--- src/rtl/pipe_hazard_unit.sv ---
module pipe_hazard_unit #(
  parameter int RW          = 5,
  parameter bit UNIFIED_MEM = 1'b1
) (
  input  logic [RW-1:0] id_rs1,
  input  logic [RW-1:0] id_rs2,
  input  logic          id_rs1_used,
  input  logic          id_rs2_used,
  input  logic [RW-1:0] ex_rs1,
  input  logic [RW-1:0] ex_rs2,
  input  logic [RW-1:0] ex_rd,
  input  logic          ex_load,
  input  logic [RW-1:0] exmem_rd,
  input  logic          exmem_we,
  input  logic          mem_load,
  input  logic          mem_store,
  input  logic [RW-1:0] memwb_rd,
  input  logic          memwb_we,
  output logic [1:0]    fwd_a,
  output logic [1:0]    fwd_b,
  output logic          id_wb_a,
  output logic          id_wb_b,
  output logic          pc_hold,
  output logic          ifid_hold,
  output logic          ifid_bubble,
  output logic          idex_bubble
);

  localparam logic [RW-1:0] ZERO = '0;
  localparam logic [1:0] SEL_FILE  = 2'b00;
  localparam logic [1:0] SEL_EXMEM = 2'b10;
  localparam logic [1:0] SEL_MEMWB = 2'b01;

  logic exmem_live, memwb_live, load_live;
  logic mem_busy, load_use;

  assign exmem_live = exmem_we && (exmem_rd != ZERO);
  assign memwb_live = memwb_we && (memwb_rd != ZERO);
  assign load_live  = ex_load  && (ex_rd    != ZERO);

  function automatic logic [1:0] pick(input logic [RW-1:0] src,
                                      input logic e_live, input logic [RW-1:0] e_rd,
                                      input logic w_live, input logic [RW-1:0] w_rd);
    if (e_live && e_rd == src)      return SEL_EXMEM;
    else if (w_live && w_rd == src) return SEL_MEMWB;
    else                            return SEL_FILE;
  endfunction

  assign fwd_a = pick(ex_rs1, exmem_live, exmem_rd, memwb_live, memwb_rd);
  assign fwd_b = pick(ex_rs2, exmem_live, exmem_rd, memwb_live, memwb_rd);

  assign id_wb_a = memwb_live && (memwb_rd == id_rs1);
  assign id_wb_b = memwb_live && (memwb_rd == id_rs2);

  assign load_use = load_live &&
                    ((id_rs1_used && ex_rd == id_rs1) ||
                     (id_rs2_used && ex_rd == id_rs2));

  generate
    if (UNIFIED_MEM) begin : g_shared
      assign mem_busy = mem_load || mem_store;
    end else begin : g_split
      logic unused_mem;
      assign unused_mem = mem_load ^ mem_store;
      assign mem_busy = 1'b0;
    end
  endgenerate

  assign pc_hold     = load_use || mem_busy;
  assign ifid_hold   = load_use;
  assign ifid_bubble = mem_busy && !load_use;
  assign idex_bubble = load_use;

endmodule

--- config.mk ---
export PLATFORM = sky130hd
export DESIGN_NAME = pipe_hazard_unit
export DESIGN_NICKNAME = d
export VERILOG_FILES = /design/src/rtl/pipe_hazard_unit.sv
export SDC_FILE = /design/constraint.sdc
export NUM_CORES = 1
export LEC_CHECK = 0
export ABC_CLOCK_PERIOD_IN_PS = 2100
export BUFFER_PORTS_ARGS = -buffer_cell sky130_fd_sc_hd__clkbuf_2
export CAP_MARGIN = 20
export CELL_PAD_IN_SITES_DETAIL_PLACEMENT = 2
export CELL_PAD_IN_SITES_GLOBAL_PLACEMENT = 2
export CORE_MARGIN = 2
export CORE_UTILIZATION = 18
export DETAILED_ROUTE_END_ITERATION = 12
export PLACE_DENSITY_LB_ADDON = 0.05
export SETUP_SLACK_MARGIN = 0.02
export SLEW_MARGIN = 0
export SYNTH_ARGS = -nofsm -noshare
export SYNTH_HDL_FRONTEND = slang
export SYNTH_SLANG_ARGS = --single-unit
--- constraint.sdc ---
create_clock -name vclk -period 2.1
set_input_delay 0.42 -clock vclk [all_inputs]
set_output_delay 0.42 -clock vclk [all_outputs]
set_load 0.02 [all_outputs]
# Word-level counts from Yosys, hierarchy flattened
# Index checks and enable logic that the tools add are counted.
[op_classes]
eq_ne = 8
n_mux = 4
n_reduce_logical = 20
[op_table]
columns = ["operator", "count"]
rows = [
  ["== test 5 bit", 8],
  ["nonzero test 5 bit", 3],
  ["logical AND 1 bit", 13],
  ["two-way mux 2 bit", 2],
  ["logical OR 1 bit", 3],
  ["two-way mux 1 bit", 2],
  ["logical NOT 1 bit", 1],
]
[word_totals]
regBits = 0
in_bits = 42
output_inout_bits = 10
wordCells = 32

# Logic depth before layout (Yosys ltp)
[logic_depth]
ltp_word = 6
depth_mapped = 5
mapped_depth_nobuf = 4

# Least setup slack after synthesis
# Ideal clock, no wire load.
[synth_path]
kind = "input-to-output"
start = "input exmem_rd[1]"
end = "output fwd_a[0]"
t_required_ns = 1.680
slack_ns = -0.088
arrival_time_ns = 1.768
stages = 4
path_buffers = 0
path_cell_list = "or4_1 o21ai_2 nor4_1 nor4_2"
[synth_via]
elab_chain_len = 4
word_cells_on_any_way = 5
cone_classes = "eq/ne: 1; mux: 1; reduce/logical: 3"
[synth_rtl]
columns = ["item", "line", "text"]
rows = [
  ["start: declaration", "13", "input logic [RW-1:0] exmem_rd,"],
  ["nonzero test 5 bit", "37", "assign exmem_live = exmem_we && (exmem_rd != ZERO);"],
  ["logical AND 1 bit", "37", ""],
  ["logical AND 1 bit *", "44", "if (e_live && e_rd == src) return SEL_EXMEM;"],
  ["two-way mux 2 bit *", "44", ""],
  ["end: declaration", "19", "output logic [1:0] fwd_a,"],
]
# Mark *: on every way between the ends. The rest lies on a longest branch, timed or not.

# Final worst setup path
[layout_path]
start = "input memwb_rd[1]"
end = "output fwd_a[0]"
[layout_via]
elab_chain_len = 5
word_cells_on_any_way = 6
cone_classes = "eq/ne: 1; mux: 2; reduce/logical: 3"
[layout_rtl]
columns = ["item", "line", "text"]
rows = [
  ["start: declaration", "17", "input logic [RW-1:0] memwb_rd,"],
  ["nonzero test 5 bit", "38", "assign memwb_live = memwb_we && (memwb_rd != ZERO);"],
  ["logical AND 1 bit", "38", ""],
  ["logical AND 1 bit *", "45", "else if (w_live && w_rd == src) return SEL_MEMWB;"],
  ["two-way mux 1 bit *", "45", ""],
  ["two-way mux 2 bit *", "44", ""],
]
# Marks and branches as above.

==> impl_metrics.json <==
{
  "dr.pass1.iters": 2,
  "status": "complete, but fails checks",
  "grt_pass1_vias": 793,
  "synth_nets": 116,
  "intPower_uw": 103.6,
  "area_growth_syn_to_layout_pct": 78.84,
  "start_kind": "input pin",
  "seq_power_share_pct": 0,
  "seq_cells": 0,
  "synthDistinctLibCells": 18,
  "path_cells": "clkbuf_2 > xor2_1 > or4_4 > nor4_4 > clkbuf_8",
  "drc_errors": 0,
  "drv_cap": 0,
  "io_buffers": 52,
  "worstHoldStart": "ex_load",
  "rows": 20,
  "leakage_nw": 0.4592,
  "rsz0062_at_grt": "yes",
  "cp-startpoint": "memwb_rd[1]",
  "grt_max_degree": 5,
  "crit_required_ps": 1680,
  "path_max_fanout": 4,
  "pin_count": 52,
  "final_util_pct": 33.46,
  "gr-usage-all-layers_pct": 12.47,
  "syn_avg_cell_area_um2": 7.592,
  "core_area_mm2": 0.003003,
  "setup_slack_ps": -49.71,
  "hold_path.class": "in -> out",
  "start_util_pct": 18.71,
  "ys_warn_count": 0,
  "mostFrequentLayoutCell": "clkbuf_2",
  "wirelength_um": 2178,
  "clock_power_share_pct": 0,
  "vias": 739,
  "die_h_um": 59.87,
  "finalSetupViolCount": 2,
  "netSwitchingFraction_pct": 48.49,
  "power_uw": 201.1,
  "critical_path_class": "in -> out",
  "post_route_cells_drive_above_1_share_pct": 55.56,
  "diodes": 0,
  "power_density_mw_per_mm2": 200.2,
  "post-route-period-util_pct": 102.4,
  "tightest_slew_ps": 376.0,
  "synth_fa_ha_area_share_pct": 0,
  "cp_slowest_stage_delay_ps": 540,
  "dp_hpwl_um": 2128,
  "die_area_mm2": 0.003584,
  "grt_antenna_before_repair": 0,
  "combinationalPowerShare_pct": 100.0,
  "fill_cells": 375,
  "cp_top_family": "simple AND/OR/NAND/NOR gates",
  "grt_pass1_wl_um": 3498,
  "die_w_um": 59.87,
  "drt-wirelength-per-cell_um": 12.96,
  "vdd_drop_max_mv": 0.05641,
  "hold_viol_final": 0,
  "drt-vias-per-instance": 4.399,
  "place_congestion": 0.6808,
  "crit_path_end_kind": "output port",
  "cp_num_buf_inv": 2,
  "ant_nets": 0,
  "nClkBuffers": 0,
  "syn_inst": 74,
  "drv_slew": 0,
  "postCtsSetupRepairBufs": 0,
  "hold_depth": 3,
  "holdPathEnd": "ifid_bubble",
  "drt_iter0_drc": 7,
  "crit_slowest_cell": "or4_4",
  "maxSlewHeadroom_pct": 74.73,
  "seq_area_um2": 0,
  "synthesis.area_um2": 561.8,
  "fmax_ghz": 0.4652,
  "synth_compound_area_share_pct": 6.459,
  "synth-xor-area-share_pct": 62.36,
  "synth.area.mux_share_pct": 0,
  "synthSimpleGateAreaFrac_pct": 25.39,
  "synth_top_family_by_area": "XOR/XNOR gates",
  "final_nets": 179,
  "violations": "negative setup slack",
  "crit_arrival_ps": 1730,
  "most-common-layout-cells": "clkbuf_2, xnor2_1, xor2_1",
  "p_sw_uw": 97.52,
  "period_minus_slack_ps": 2150,
  "grt_overflow_total": 0,
  "synth_sequential_area_ratio_pct": 0
}
## how the worst max path moves through the flow
stage / slack (ps) / cells after the start / endpoint
floorplan: 20 / 4 / fwd_a[0]
global placement: -60 / 5 / fwd_a[0]
detailed placement: -70 / 5 / fwd_a[0]
CTS: -70 / 5 / fwd_a[0]
global route: -90 / 5 / fwd_a[0]
finish: -50 / 5 / fwd_a[0]
## cell usage after synthesis
cell	number	area [um2]
xnor2_1	22	192.7
xor2_1	18	157.7
buf_2	5	25.02
nand3_1	4	20.02
nor4_1	4	25.02
or4_1	4	30.03
nand2_1	3	11.26
nand4_1	2	12.51
nor2_1	2	7.510
nor4_2	2	25.02
a311o_1	1	10.01
a31oi_1	1	6.260
and3_1	1	6.260
buf_4	1	7.510
nor3_1	1	5.000
o21ai_1	1	5.000
o21ai_2	1	8.760
o22ai_1	1	6.260
## per-stage QoR
| stage | worst slack [ps] | instances | TNS, ps | hold slack (ps) | cell area [um2] |
|---|---|---|---|---|---|
| CTS | -70.65 | 168 | -138.1 | 1159 | 989.7 |
| global route | -93.92 | 168 | -157.3 | 1207 | 1005 |
| floorplan | 22.03 | 74 | 0 | 987.9 | 609.3 |
| detailed placement | -74.82 | 168 | -124.6 | 1161 | 980.9 |
| global placement | -58.31 | 168 | -104.9 | 1146 | 980.9 |
| finish | -49.71 | 168 | -61.66 | 1159 | 1005 |
## logic make-up (layout without fill, tap and decap cells)
group,Yosys count,in the layout
xor+xnor,40,40
simple gates,23,23
buf+inv,6,67
compound gates,5,5
## what timing repair did
action / in CTS / in global routing
resized for setup: 2 / 5
hold buffers: 0 / 0
endpoints found under the setup margin: 4 / 5
pin swaps: 0 / 1
gates cloned: 0 / 0
## power groups by stage
stage	Clock, mW	Sequential [mW]	Combinational (mW)
final	0	0	0.201
after global routing	0	0	0.223
after CTS	0	0	0.203
after detailed placement	0	0	0.201
after global placement	0	0	0.197
after floorplan	0	0	0.105
## tightest hold or removal path, cell delays in order
cell      delay (ps)
clkbuf_2         100
a31oi_1           70
clkbuf_2         150
## layer usage
metal	share of wire [%]	track usage, %
met2	52	22.98
met1	43	17.12
met4	0	0
met5	0	0
met3	5.2	0.2165
## layout make-up
| type | instances | area, um2 | area share (%) |
|---|---|---|---|
| well taps | 33 | 41.29 | 4.110 |
| repair buffers | 67 | 384.1 | 38.23 |
| multi-input cells | 68 | 579.3 | 57.66 |
Power figures use the tool's default switching activity.
